==> config.mk <==
export PLATFORM = sky130hd
export DESIGN_NAME = adc_scan_ctrl
export DESIGN_NICKNAME = d
export VERILOG_FILES = /design/src/rtl/adc_scan_pkg.sv /design/src/rtl/adc_trig_sync.sv /design/src/rtl/adc_unit_seq.sv /design/src/rtl/adc_scan_ctrl.sv
export SDC_FILE = /design/constraint.sdc
export NUM_CORES = 1
export LEC_CHECK = 0
export BUFFER_PORTS_ARGS = -buffer_cell sky130_fd_sc_hd__buf_4
export CAP_MARGIN = 15
export CORE_MARGIN = 3
export CORE_UTILIZATION = 35
export DETAILED_ROUTE_END_ITERATION = 8
export GPL_TIMING_DRIVEN = 0
export PLACE_DENSITY = 0.58
export SYNTH_ARGS = -nofsm -noshare
export SYNTH_HDL_FRONTEND = slang
export SYNTH_HIERARCHICAL = 1
export SYNTH_SLANG_ARGS = --single-unit
==> constraint.sdc <==
create_clock -name clk -period 2 [get_ports clk]
set_clock_uncertainty 0.15 [all_clocks]
set_input_delay 0.4 -clock clk [delete_from_list [all_inputs] [get_ports clk]]
set_output_delay 0.4 -clock clk [all_outputs]
set_load 0.02 [all_outputs]
==> src/rtl/adc_scan_pkg.sv <==
package adc_scan_pkg;
    localparam int REG_W        = 8;
    localparam int GATE_EN_BIT  = 7;
    localparam int CFG_RUN_BIT  = 5;
    localparam int CFG_SCAN_BIT = 4;
    localparam logic [REG_W-2:0] GATE_FIXED_ONES = '1;

    typedef enum logic {
        REG_GATE = 1'b0,
        REG_CFG  = 1'b1
    } reg_sel_e;
endpackage

==> src/rtl/adc_trig_sync.sv <==
module adc_trig_sync (
    input  logic clk,
    input  logic por_n,
    input  logic pin_n_i,
    input  logic tmr_i,
    output logic trig_o
);
    typedef struct packed {
        logic [1:0] sync;
        logic       prev;
    } sync_st_t;

    sync_st_t st_d, st_q;
    logic     fall;

    always_comb begin
        st_d      = st_q;
        st_d.sync = {st_q.sync[0], pin_n_i};
        st_d.prev = st_q.sync[1];
    end

    always_ff @(posedge clk or negedge por_n) begin
        if (!por_n) st_q <= '1;
        else        st_q <= st_d;
    end

    assign fall   = st_q.prev && !st_q.sync[1];
    assign trig_o = fall || tmr_i;

    assert_fall_from_low_pin_R6: assert property (@(posedge clk) disable iff (!por_n)
        fall |-> !$past(pin_n_i, 2));
endmodule

==> src/rtl/adc_unit_seq.sv <==
module adc_unit_seq
    import adc_scan_pkg::*;
#(
    parameter int CH_PER_UNIT = 4,
    parameter int NCH         = 8,
    parameter int UNIT_IDX    = 0
) (
    input  logic                       clk,
    input  logic                       por_n,
    input  logic                       man_rst_i,
    input  logic                       standby_i,
    input  logic                       trig_i,
    input  logic                       wr_gate_i,
    input  logic                       wr_cfg_i,
    input  logic [REG_W-1:0]           wr_data_i,
    input  logic                       done_i,
    output logic [$clog2(NCH)-1:0]     chan_o,
    output logic                       strobe_o,
    output logic [REG_W-1:0]           gate_rd_o,
    output logic [REG_W-1:0]           cfg_rd_o
);
    localparam int SEL_W = $clog2(CH_PER_UNIT);
    localparam int CH_W  = $clog2(NCH);
    localparam logic [CH_W-1:0] BASE = CH_W'(UNIT_IDX * CH_PER_UNIT);

    typedef struct packed {
        logic             en;
        logic             scan;
        logic [SEL_W-1:0] sel;
        logic             busy;
        logic [SEL_W-1:0] idx;
        logic             strobe;
    } unit_st_t;

    unit_st_t st_d, st_q;
    logic     sw_go, sw_stop;

    assign sw_go   = wr_cfg_i &&  wr_data_i[CFG_RUN_BIT];
    assign sw_stop = wr_cfg_i && !wr_data_i[CFG_RUN_BIT];

    always_comb begin
        st_d        = st_q;
        st_d.strobe = 1'b0;
        if (standby_i) begin
            st_d = '0;
        end else if (man_rst_i) begin
            st_d.busy = 1'b0;
            st_d.idx  = '0;
        end else begin
            if (wr_gate_i) st_d.en = wr_data_i[GATE_EN_BIT];
            if (wr_cfg_i) begin
                st_d.scan = wr_data_i[CFG_SCAN_BIT];
                st_d.sel  = wr_data_i[SEL_W-1:0];
            end
            if (st_q.busy) begin
                if (sw_stop) begin
                    st_d.busy = 1'b0;
                    st_d.idx  = '0;
                end else if (done_i && !st_q.strobe) begin
                    if (st_q.scan) begin
                        st_d.idx    = (st_q.idx >= st_q.sel) ? '0 : st_q.idx + 1'b1;
                        st_d.strobe = 1'b1;
                    end else begin
                        st_d.busy = 1'b0;
                    end
                end
            end else if (sw_go || (trig_i && st_q.en)) begin
                st_d.busy   = 1'b1;
                st_d.idx    = '0;
                st_d.strobe = 1'b1;
            end
        end
    end

    always_ff @(posedge clk or negedge por_n) begin
        if (!por_n) st_q <= '0;
        else        st_q <= st_d;
    end

    always_comb begin
        cfg_rd_o               = '0;
        cfg_rd_o[CFG_RUN_BIT]  = st_q.busy;
        cfg_rd_o[CFG_SCAN_BIT] = st_q.scan;
        cfg_rd_o[SEL_W-1:0]    = st_q.sel;
    end

    assign gate_rd_o = {st_q.en, GATE_FIXED_ONES};
    assign strobe_o  = st_q.strobe;
    assign chan_o    = BASE + CH_W'(st_q.scan ? st_q.idx : st_q.sel);

    assert_start_has_cause_R13: assert property (@(posedge clk) disable iff (!por_n)
        $rose(st_q.busy) |-> ($past(wr_cfg_i && wr_data_i[CFG_RUN_BIT]) || $past(trig_i && st_q.en)));

    assert_no_idle_strobe_R8: assert property (@(posedge clk) disable iff (!por_n)
        !st_q.busy |-> !strobe_o);

    assert_strobe_one_cycle_R8: assert property (@(posedge clk) disable iff (!por_n)
        strobe_o |=> !strobe_o);

    assert_busy_ignores_trig_R9: assert property (@(posedge clk) disable iff (!por_n)
        (st_q.busy && trig_i && !done_i && !wr_cfg_i && !man_rst_i && !standby_i)
        |=> (!strobe_o && $stable(chan_o)));

    assert_scan_wrap_R4: assert property (@(posedge clk) disable iff (!por_n)
        (st_q.busy && st_q.scan && done_i && !strobe_o && !wr_cfg_i && !man_rst_i
         && !standby_i && st_q.idx >= st_q.sel) |=> (chan_o == BASE && strobe_o));

    assert_manual_keeps_gate_R10: assert property (@(posedge clk) disable iff (!por_n)
        (man_rst_i && !standby_i) |=> (gate_rd_o == $past(gate_rd_o) && !cfg_rd_o[CFG_RUN_BIT]));

    assert_standby_clears_R11: assert property (@(posedge clk) disable iff (!por_n)
        standby_i |=> (gate_rd_o == {1'b0, GATE_FIXED_ONES} && cfg_rd_o == '0));
endmodule

==> src/rtl/adc_scan_ctrl.sv <==
module adc_scan_ctrl
    import adc_scan_pkg::*;
#(
    parameter int NUNITS      = 2,
    parameter int CH_PER_UNIT = 4,
    localparam int NCH        = NUNITS * CH_PER_UNIT,
    localparam int CH_W       = $clog2(NCH),
    localparam int UW         = $clog2(NUNITS),
    localparam int AW         = UW + 1
) (
    input  logic                   clk,
    input  logic                   por_n,
    input  logic                   man_rst,
    input  logic                   standby,
    input  logic                   ext_trig_n,
    input  logic                   tmr_trig,
    input  logic                   wr_en,
    input  logic [AW-1:0]          wr_addr,
    input  logic [REG_W-1:0]       wr_data,
    input  logic [AW-1:0]          rd_addr,
    output logic [REG_W-1:0]       rd_data,
    input  logic [NUNITS-1:0]      conv_done,
    output logic [NUNITS-1:0]      conv_start,
    output logic [NUNITS*CH_W-1:0] conv_chan
);
    logic                 trig;
    logic [REG_W-1:0]     gate_rd [NUNITS];
    logic [REG_W-1:0]     cfg_rd  [NUNITS];
    logic [UW-1:0]        wr_unit, rd_unit;
    reg_sel_e             wr_sel, rd_sel;

    assign wr_unit = wr_addr[AW-1:1];
    assign rd_unit = rd_addr[AW-1:1];
    assign wr_sel  = reg_sel_e'(wr_addr[0]);
    assign rd_sel  = reg_sel_e'(rd_addr[0]);

    adc_trig_sync u_sync (
        .clk     (clk),
        .por_n   (por_n),
        .pin_n_i (ext_trig_n),
        .tmr_i   (tmr_trig),
        .trig_o  (trig)
    );

    for (genvar u = 0; u < NUNITS; u++) begin : g_unit
        logic hit;
        assign hit = wr_en && (wr_unit == UW'(u));

        adc_unit_seq #(
            .CH_PER_UNIT (CH_PER_UNIT),
            .NCH         (NCH),
            .UNIT_IDX    (u)
        ) u_seq (
            .clk       (clk),
            .por_n     (por_n),
            .man_rst_i (man_rst),
            .standby_i (standby),
            .trig_i    (trig),
            .wr_gate_i (hit && wr_sel == REG_GATE),
            .wr_cfg_i  (hit && wr_sel == REG_CFG),
            .wr_data_i (wr_data),
            .done_i    (conv_done[u]),
            .chan_o    (conv_chan[u*CH_W +: CH_W]),
            .strobe_o  (conv_start[u]),
            .gate_rd_o (gate_rd[u]),
            .cfg_rd_o  (cfg_rd[u])
        );
    end

    assign rd_data = (rd_sel == REG_CFG) ? cfg_rd[rd_unit] : gate_rd[rd_unit];
endmodule

==> run_results.csv, run 1 <==
group,metric,value,unit
outcome,outcome,"completed",
final_layout,areaGrowthSynthToFinish,31.7,%
power,p_leak,0.999,nW
clock_network,clock-root-buffer,"clkbuf_8",
timing,rsz0062_at_grt,"false",
route,postRouteAntennaNets,0,
placement,gp_congestion,0.782,
worst_setup_path,crit_arrival,1.40,ns
clock_network,clk_pin_slew,0.07,ns
worst_setup_path,cp.required,1.45,ns
worst_setup_path,start_kind,"flop",
yosys,synthCells,155,
die,num_rows,23,
yosys,seq_area_frac_synth,31.5,%
worst_setup_path,startpoint,"g_unit[1].u_seq/gate_rd_o[7]",
die,die_y,71.9,um
global_routing,antenna_found_initial,0,
global_routing,grt_pass1_wl,5270,um
worst_setup_path,crit_fanout,3,
worst_hold_path,hold_path_class,"primary input to flop",
die,die-area,5170,um2
route,dr.pass1.iters,4,
die,coreArea,4090,um2
yosys,ys_seq_elements,19,
route,drc_errors,0,
yosys,synth-main-ff-cell,"dfrtp_1",
route,wirelength,2920,um
yosys,synth_edf_count,0,
global_routing,grt_pass1_vias,1232,
worst_setup_path,endpoint,"rd_data[7]",
worst_setup_path,ff2ff_path_depth,7,
clock_network,cts_tree,"done",
clock_network,cts_sinks,19,
timing,period_needed,1.95,ns
route,wl_per_cell,10.9,um
yosys,synth_top_area_cell,"dfrtp_1",
power,vdd_drop_max,0.000278,V
timing,final_hold_viol_count,0,
route,via_per_inst,4.52,
yosys,synthTopCellsByArea,"dfrtp_1, buf_4, mux4_2, dfstp_2, mux2i_1",
placement,hpwl,2380,um
yosys,yosysWarnings,6,
final_layout,fill_cells,416,
global_routing,overflow,0,
timing,fin_tns_setup,0,ns
placement,postPlaceCellArea,1880,um2
yosys,ys_top_cells_by_count,"buf_4, dfrtp_1, nor2_1",
worst_setup_path,crit_type,"flop to output pin",
job,maxCapViolations,0,
final_layout,n_antenna_cell,0,
die,start_util,37.2,%
timing,fmax,513,MHz
yosys,synth_area,1520,um2
worst_setup_path,r2r-start,"g_unit[1].u_seq/cfg_rd_o[0]",
die,io_pins,37,
yosys,yosysTopAreaCellShare,26.3,%
yosys,syn_area_per_cell,9.81,um2
placement,numPortBuffers,29,
clock_network,clk_path_buf_depth,2,
global_routing,grt_usage,12.6,%
worst_setup_path,end_kind,"output pin",
timing,fin_crit_sh,97.4,%
yosys,synth.distinct_cells,37,
clock_network,clk_latency,0.26,ns
global_routing,grt_max_degree,20,
die,die_x,71.9,um
final_layout,nets,243,
yosys,async_reset_ff_share,100,%
final_layout,design_area,2000,um2
clock_network,cts_buffers,3,
power,pwr_density_cell,441,nW/um2
final_layout,drive_gt1_share,45.2,%
route,drtIter0Drc,17,
route,dr_total_vias,1208,
timing,final_max_slew_viol_count,0,
clock_network,htreeDepth,1,
worst_setup_path,r2r_setup_slack,0.24,ns
timing,setup_violations,0,
worst_setup_path,r2r-end,"g_unit[1].u_seq/st_q[2]",
yosys,yosysMostFrequentCell,"buf_4",
## metal layers
metal	vias up	wire length, um	share of wire (%)	GRT usage [%]
met5	-	0	0	0
li1	607	-	-	-
met2	28	1490	51	21.0
met4	0	44	1.5	4.18
met1	569	1270	43	16.8
met3	4	120	4.1	1.80
## report_power, final
part	internal, W	switching (W)
logic	0.000123	0.0000978
clock network	0.000138	0.000126
registers	0.000394	0.00000366
## metrics by stage
stage / std cells / power, W / utilization, % / hold WS (ns) / setup slack [ns]
after floorplan: 175 / 0.000540 / - / -0.0456 / 0.345
after global placement: 254 / 0.000614 / 45.9 / 0.137 / 0.217
after detailed placement: 254 / 0.000617 / 45.9 / 0.145 / 0.205
after CTS: 265 / 0.000890 / 48.4 / 0.0955 / 0.0144
after global routing: 267 / 0.000939 / 49.0 / 0.0884 / 0.00231
final: 267 / 0.000883 / 49.0 / 0.102 / 0.0516
## worst min-delay path by stage
stage,slack (ns),cells after the start,start,to
after floorplan,-0.05,0,por_n,g_unit[0].u_seq/cfg_rd_o[0]
after global placement,0.14,1,por_n,g_unit[1].u_seq/st_q[2]
after detailed placement,0.14,1,por_n,g_unit[1].u_seq/st_q[1]
after CTS,0.1,1,ext_trig_n,u_sync/st_d[2]
after global routing,0.09,1,ext_trig_n,u_sync/st_d[2]
final,0.10,1,ext_trig_n,u_sync/st_d[2]
## state kept, by name, indices dropped and copies added (netlist names)
register,flops
g_unit.u_seq/cfg_rd_o,8
g_unit.u_seq/gate_rd_o,2
g_unit.u_seq/st_q,4
g_unit.u_seq/strobe_o,2
u_sync/st_d,2
u_sync/st_q,1
## critical path, cell delays in order, from the launching register on
cell	delay, ns
dfrtp_1	0.40
buf_4	0.14
mux4_2	0.46
buf_6	0.15
## placed cells by master, fill, tap and decap left out, types with 2 or more instances in the layout
| master | synthesis | routed |
|---|---|---|
| nor2b_1 | 3 | 3 |
| a21o_1 | 3 | 3 |
| conb_1 | 4 | 24 |
| a221o_1 | 2 | 2 |
| and3b_1 | 2 | 2 |
| mux2_2 | 2 | 2 |
| buf_6 | 1 | 3 |
| buf_4 | 34 | 69 |
| o21ai_0 | 6 | 6 |
| nand2b_1 | 7 | 7 |
| nand2_1 | 6 | 6 |
| dfrtp_2 | 0 | 2 |
| inv_1 | 7 | 7 |
| dfrtp_1 | 16 | 14 |
| nor2_1 | 12 | 12 |
| and3_1 | 2 | 2 |
| ha_1 | 4 | 4 |
| nor3_1 | 2 | 2 |
| a21oi_1 | 9 | 9 |
| clkbuf_8 | 0 | 3 |
| mux4_2 | 8 | 8 |
| dfstp_2 | 3 | 3 |
| mux2i_1 | 6 | 6 |
## cell type report
type                            instances  area [um2]  area share, %
Clock inverter                          1        5.00          0.250
Tap cell                               50        62.6           3.13
Multi-Input combinational cell        113         818           40.9
Clock buffer                            3        41.3           2.06
Sequential cell                        19         482           24.1
Inverter                                7        26.3           1.31
Timing Repair Buffer                   38         295           14.7
Buffer                                 36         272           13.6
## repair_timing
item,in CTS,in global routing
hold endpoints to repair,16,0
hold buffers,1,0
setup buffers,6,2
setup endpoints to repair,3,3
gates resized for setup,2,2
## cells by family after synthesis
group / count (synthesis) / synth area share, %
compound gates: 24 / 10.4
buf+inv: 43 / 19.6
other cells: 4 / 0.987
simple gates: 45 / 17.0
mux: 16 / 17.3
flops: 19 / 31.5
fa+ha+maj: 4 / 3.29
Power figures use the tool's default switching activity.
==> inputs of run 2 (changes only) <==
Settings changed: CORE_UTILIZATION 35 to 53, PLACE_DENSITY 0.58 to 0.81.
==> run 2 against run 1 <==
Routed wire length rose by 7.7%. Sequential share of layout area is 0.89 points higher. Final cell count is 9.4% lower. Sequential power barely moved.
==> run_results.csv, run 2 (synthesis results as in run 1) <==
group,metric,value,unit
clock_network,htreeDepth,1,
clock_network,cts_tree,"done",
final_layout,nets,238,
clock_network,clock-root-buffer,"clkbuf_4",
timing,rsz0062_at_grt,"false",
final_layout,areaGrowthSynthToFinish,27.0,%
route,wl_per_cell,13.0,um
timing,final_max_slew_viol_count,0,
route,drc_errors,0,
worst_setup_path,crit_arrival,1.36,ns
die,io_pins,37,
clock_network,clk_pin_slew,0.11,ns
placement,numPortBuffers,29,
timing,fin_tns_setup,0,ns
worst_hold_path,hold_path_class,"primary input to flop",
global_routing,grt_pass1_vias,1226,
worst_setup_path,crit_type,"flop to output pin",
die,die-area,3550,um2
final_layout,drive_gt1_share,43.4,%
final_layout,largest_reg_flops,8,
clock_network,clk_path_buf_depth,2,
power,p_leak,0.965,nW
worst_setup_path,cp.required,1.45,ns
global_routing,grt_max_degree,20,
worst_setup_path,end_kind,"output pin",
worst_setup_path,max_stage_delay,0.40,ns
route,postRouteAntennaNets,0,
power,p_total,0.000814,W
final_layout,fill_cells,187,
global_routing,grt_pass1_wl,5270,um
final_layout,n_antenna_cell,0,
route,dr.pass1.iters,4,
worst_setup_path,worst-path-buf-inv,3,
timing,period_needed,1.91,ns
outcome,outcome,"completed",
clock_network,cts_sinks,19,
global_routing,antenna_found_initial,0,
clock_network,cts_buffers,3,
final_layout,final_cell_mix,"buf_4, conb_1, dfrtp_1",
worst_setup_path,crit_chain,"buf_4 -> buf_4 -> mux2_2 -> buf_4",
timing,fin_crit_sh,95.4,%
worst_setup_path,cpMostUsedCell,"buf_4",
placement,gp_congestion,0.799,
job,maxCapViolations,0,
timing,fmax,524,MHz
worst_setup_path,cp_slowest_cell,"dfrtp_1",
timing,setup_violations,0,
route,drtIter0Drc,37,
route,dr_total_vias,1194,
global_routing,grt_usage,19.8,%
placement,hpwl,2390,um
final_layout,layout_commonest_cell,"buf_4",
die,start_util,58.7,%
route,wirelength,3150,um
worst_setup_path,crit_family,"buffers and inverters",
die,coreArea,2590,um2
worst_setup_path,crit_fanout,3,
die,die_y,59.6,um
die,die_x,59.6,um
power,pwr_density_cell,422,nW/um2
power,vdd_drop_max,0.000411,V
die,num_rows,18,
route,via_per_inst,4.93,
global_routing,overflow,0,
clock_network,clk_latency,0.29,ns
timing,final_hold_viol_count,0,
worst_setup_path,start_kind,"flop",
## run 2: changes by cell type in the layout (fill, tap and decap cells not counted)
cell and change:
buf_4 -8, clkinv_2 -1, clkbuf_8 -3, clkbuf_4 +3, buf_6 +3, clkbuf_1 +1
## run 2: area by class of cell
cell class                      instances  area, um2  share of cell area, %
Multi-Input combinational cell        113        818                   42.4
Clock buffer                            4       26.3                   1.36
Timing Repair Buffer                   43        344                   17.8
Buffer                                 26        196                   10.2
Inverter                                7       26.3                   1.36
Sequential cell                        19        482                   25.0
Tap cell                               30       37.5                   1.94
## run 2: final timing paths
check,start,to,slack (ns),cells past startpoint
max,g_unit[0].u_seq/cfg_rd_o[0],conv_chan[0],0.09,4
min,ext_trig_n,u_sync/st_d[2],0.06,1
max reg2reg,u_sync/st_d[0],g_unit[0].u_seq/st_q[2],0.21,6
min reg2reg,u_sync/st_d[2],u_sync/st_d[0],0.21,0
max in group asynchronous,por_n,u_sync/st_d[0],1.08,2
min in group asynchronous,por_n,g_unit[0].u_seq/gate_rd_o[7],0.35,2
## run 2: what timing repair did
| item | 4_1_cts | 5_1_grt |
|---|---|---|
| hold buffers | 1 | 0 |
| hold endpoints to repair | 16 | 0 |
| endpoints found under the setup margin | 4 | 5 |
| resized for setup | 6 | 2 |
| setup buffers | 8 | 5 |
## run 2: per-layer routing
| layer | track usage [%] | share of wire (%) | vias up |
|---|---|---|---|
| met5 | 0 | 0 | - |
| met4 | 7.59 | 2.1 | 0 |
| met1 | 24.0 | 41 | 552 |
| met2 | 35.6 | 52 | 35 |
| met3 | 2.18 | 4.7 | 8 |
| li1 | - | - | 599 |
## run 2: per-stage QoR
step	cell area, um2	std cells	utilization, %	setup slack [ns]	hold slack [ns]
global placement	1850	234	71.4	0.214	0.133
floorplan	1600	175	-	0.345	-0.0456
CTS	1950	245	75.3	0.00513	0.0547
detailed placement	1850	234	71.4	0.203	0.136
finish	1930	242	74.5	0.0916	0.0624
global route	1930	242	74.5	0.0385	0.0368
## run 2: worst reg2reg max path, stage by stage, from the launching register on
cell     delay, ns
dfstp_2       0.54
inv_1         0.04
a21o_1        0.19
a221o_1       0.37
nor4b_2       0.30
a31oi_1       0.06
o21ai_0       0.08
## run 2: report_power, final
group          internal, W  switching [W]  leakage (nW)  total [W]
Combinational     0.000123       0.000100         0.699   0.000224
Sequential        0.000394     0.00000427         0.251   0.000399
Clock            0.0000774       0.000114        0.0150   0.000191
==> inputs of run 3 (changes only) <==
--- a/config.mk
+++ b/config.mk
@@ -7,2 +7,3 @@
 export LEC_CHECK = 0
+export ABC_CLOCK_PERIOD_IN_PS = 2000
 export BUFFER_PORTS_ARGS = -buffer_cell sky130_fd_sc_hd__buf_4
--- a/constraint.sdc
+++ b/constraint.sdc
@@ -4,2 +4,2 @@
 set_output_delay 0.4 -clock clk [all_outputs]
-set_load 0.02 [all_outputs]
+set_load 0.01 [all_outputs]
==> run 3 against run 2 <==
Sequential share of layout area fell by 0.29 points. Routed wire length rose by 0.51%. Register-to-register slack barely moved. Fmax fell by 3.4%. Global-route usage rose by 0.091 points. Worst setup slack got worse by 0.067 ns. Utilization rose by 0.87 points. Largest cell class unchanged. Largest power group unchanged.
==> run_results.csv, run 3 (synthesis results as in run 1) <==
group,metric,value,unit
clock_network,clk_path_buf_depth,2,
timing,setup_violations,0,
global_routing,grt_pass1_vias,1239,
placement,pre_cts_ws,0.214,ns
power,pwr_density_cell,411,nW/um2
worst_setup_path,end_kind,"output pin",
timing,fin_crit_sh,98.7,%
global_routing,antenna_found_initial,0,
final_layout,multi_input_area,818,um2
global_routing,grt_pass1_wl,5290,um
route,dr.pass1.iters,4,
worst_setup_path,start_kind,"flop",
timing,fin_tns_setup,0,ns
die,die-area,3550,um2
die,coreArea,2590,um2
global_routing,grt_usage,19.9,%
worst_setup_path,cp_slowest_cell,"mux4_2",
worst_setup_path,crit_type,"flop to output pin",
clock_network,htreeDepth,1,
final_layout,drive_gt1_share,44.2,%
clock_network,clk_pin_slew,0.10,ns
die,start_util,58.7,%
route,via_per_inst,4.97,
timing,final_max_slew_viol_count,0,
timing,fmax,506,MHz
timing,setup_ws,0.0251,ns
timing,period_needed,1.97,ns
worst_setup_path,crit_fanout,2,
power,vdd_drop_max,0.000411,V
placement,gp_congestion,0.799,
outcome,outcome,"completed",
final_layout,areaGrowthSynthToFinish,28.5,%
global_routing,overflow,0,
worst_setup_path,crit_arrival,1.42,ns
clock_network,clock-root-buffer,"clkbuf_4",
worst_setup_path,cp.required,1.45,ns
route,dr_total_vias,1217,
timing,final_hold_viol_count,0,
placement,hpwl,2390,um
worst_setup_path,worst-path-buf-inv,2,
route,postRouteAntennaNets,0,
die,num_rows,18,
power,p_leak,0.981,nW
global_routing,grt_max_degree,20,
power,p_total,0.000803,W
clock_network,cts_sinks,19,
clock_network,cts_tree,"done",
clock_network,clk_latency,0.30,ns
worst_setup_path,max_stage_delay,0.47,ns
worst_hold_path,hold_path_class,"primary input to flop",
route,drc_errors,0,
route,wl_per_cell,12.9,um
worst_setup_path,crit_family,"multiplexers",
placement,numPortBuffers,29,
final_layout,final_cell_mix,"buf_4, conb_1, dfrtp_1",
final_layout,nets,241,
timing,rsz0062_at_grt,"true",
final_layout,n_antenna_cell,0,
route,wirelength,3160,um
final_layout,seq_area,482,um2
route,drtIter0Drc,49,
job,maxCapViolations,0,
final_layout,largest_reg_flops,8,
die,die_y,59.6,um
die,io_pins,37,
timing,whs,0.0604,ns
die,die_x,59.6,um
final_layout,layout_commonest_cell,"buf_4",
worst_setup_path,crit_chain,"buf_4 -> mux4_2 -> buf_6",
clock_network,cts_buffers,3,
final_layout,fill_cells,182,
final_layout,fin_util,75.4,%
run 3: path summary, 6_finish.rpt:
| path | start | endpoint | slack (ns) | cells after the start |
|---|---|---|---|---|
| worst max-delay path | g_unit[1].u_seq/gate_rd_o[7] | rd_data[7] | 0.03 | 3 |
| worst min-delay path | ext_trig_n | u_sync/st_d[2] | 0.06 | 1 |
| worst max register to register | g_unit[0].u_seq/cfg_rd_o[0] | g_unit[0].u_seq/st_q[2] | 0.21 | 7 |
| worst min register to register | u_sync/st_d[2] | u_sync/st_d[0] | 0.21 | 0 |
| max in group asynchronous | por_n | u_sync/st_d[0] | 1.08 | 2 |
| min in group asynchronous | por_n | g_unit[0].u_seq/st_q[2] | 0.34 | 2 |
run 3: per-layer routing:
metal / vias to the layer above / wire length (um) / GRT usage (%)
li1: 604 / - / -
met1: 564 / 1330 / 23.7
met2: 41 / 1640 / 35.9
met3: 8 / 135 / 2.18
met4: 0 / 60 / 8.23
met5: - / 0 / 0
run 3: cell type report:
cell class | count | area share [%]
multi-input combinational | 113 | 41.9
sequential | 19 | 24.7
timing repair buffer | 44 | 18.0
buffer | 28 | 10.8
tap | 30 | 1.92
clock buffer | 4 | 1.35
inverter | 7 | 1.35
run 3: power breakdown:
group | leakage, nW | total [W] | internal [W] | switching, W
Clock | 0.0150 | 0.000194 | 0.0000775 | 0.000117
Combinational | 0.715 | 0.000211 | 0.000124 | 0.0000866
Sequential | 0.251 | 0.000399 | 0.000394 | 0.00000425
Total | 0.981 | 0.000803 | 0.000596 | 0.000207
run 3: what timing repair did:
item                       in CTS  in global routing
buffers inserted                8                  6
hold endpoints to repair       16                  0
resized for setup               4                  3
hold buffers                    1                  0
setup endpoints to repair       4                  5
run 3: worst reg2reg max path, stage by stage (launching register included):
cell      delay (ns)
dfrtp_1         0.40
buf_4           0.13
buf_4           0.13
ha_1            0.27
nand2b_1        0.14
a21oi_1         0.24
a21oi_1         0.10
o21ai_0         0.15
run 3: per-stage QoR:
step | area [um2] | instances
after floorplan | 1600 | 175
after global placement | 1850 | 234
after detailed placement | 1850 | 234
after CTS | 1950 | 246
after global routing | 1950 | 245
final | 1950 | 245
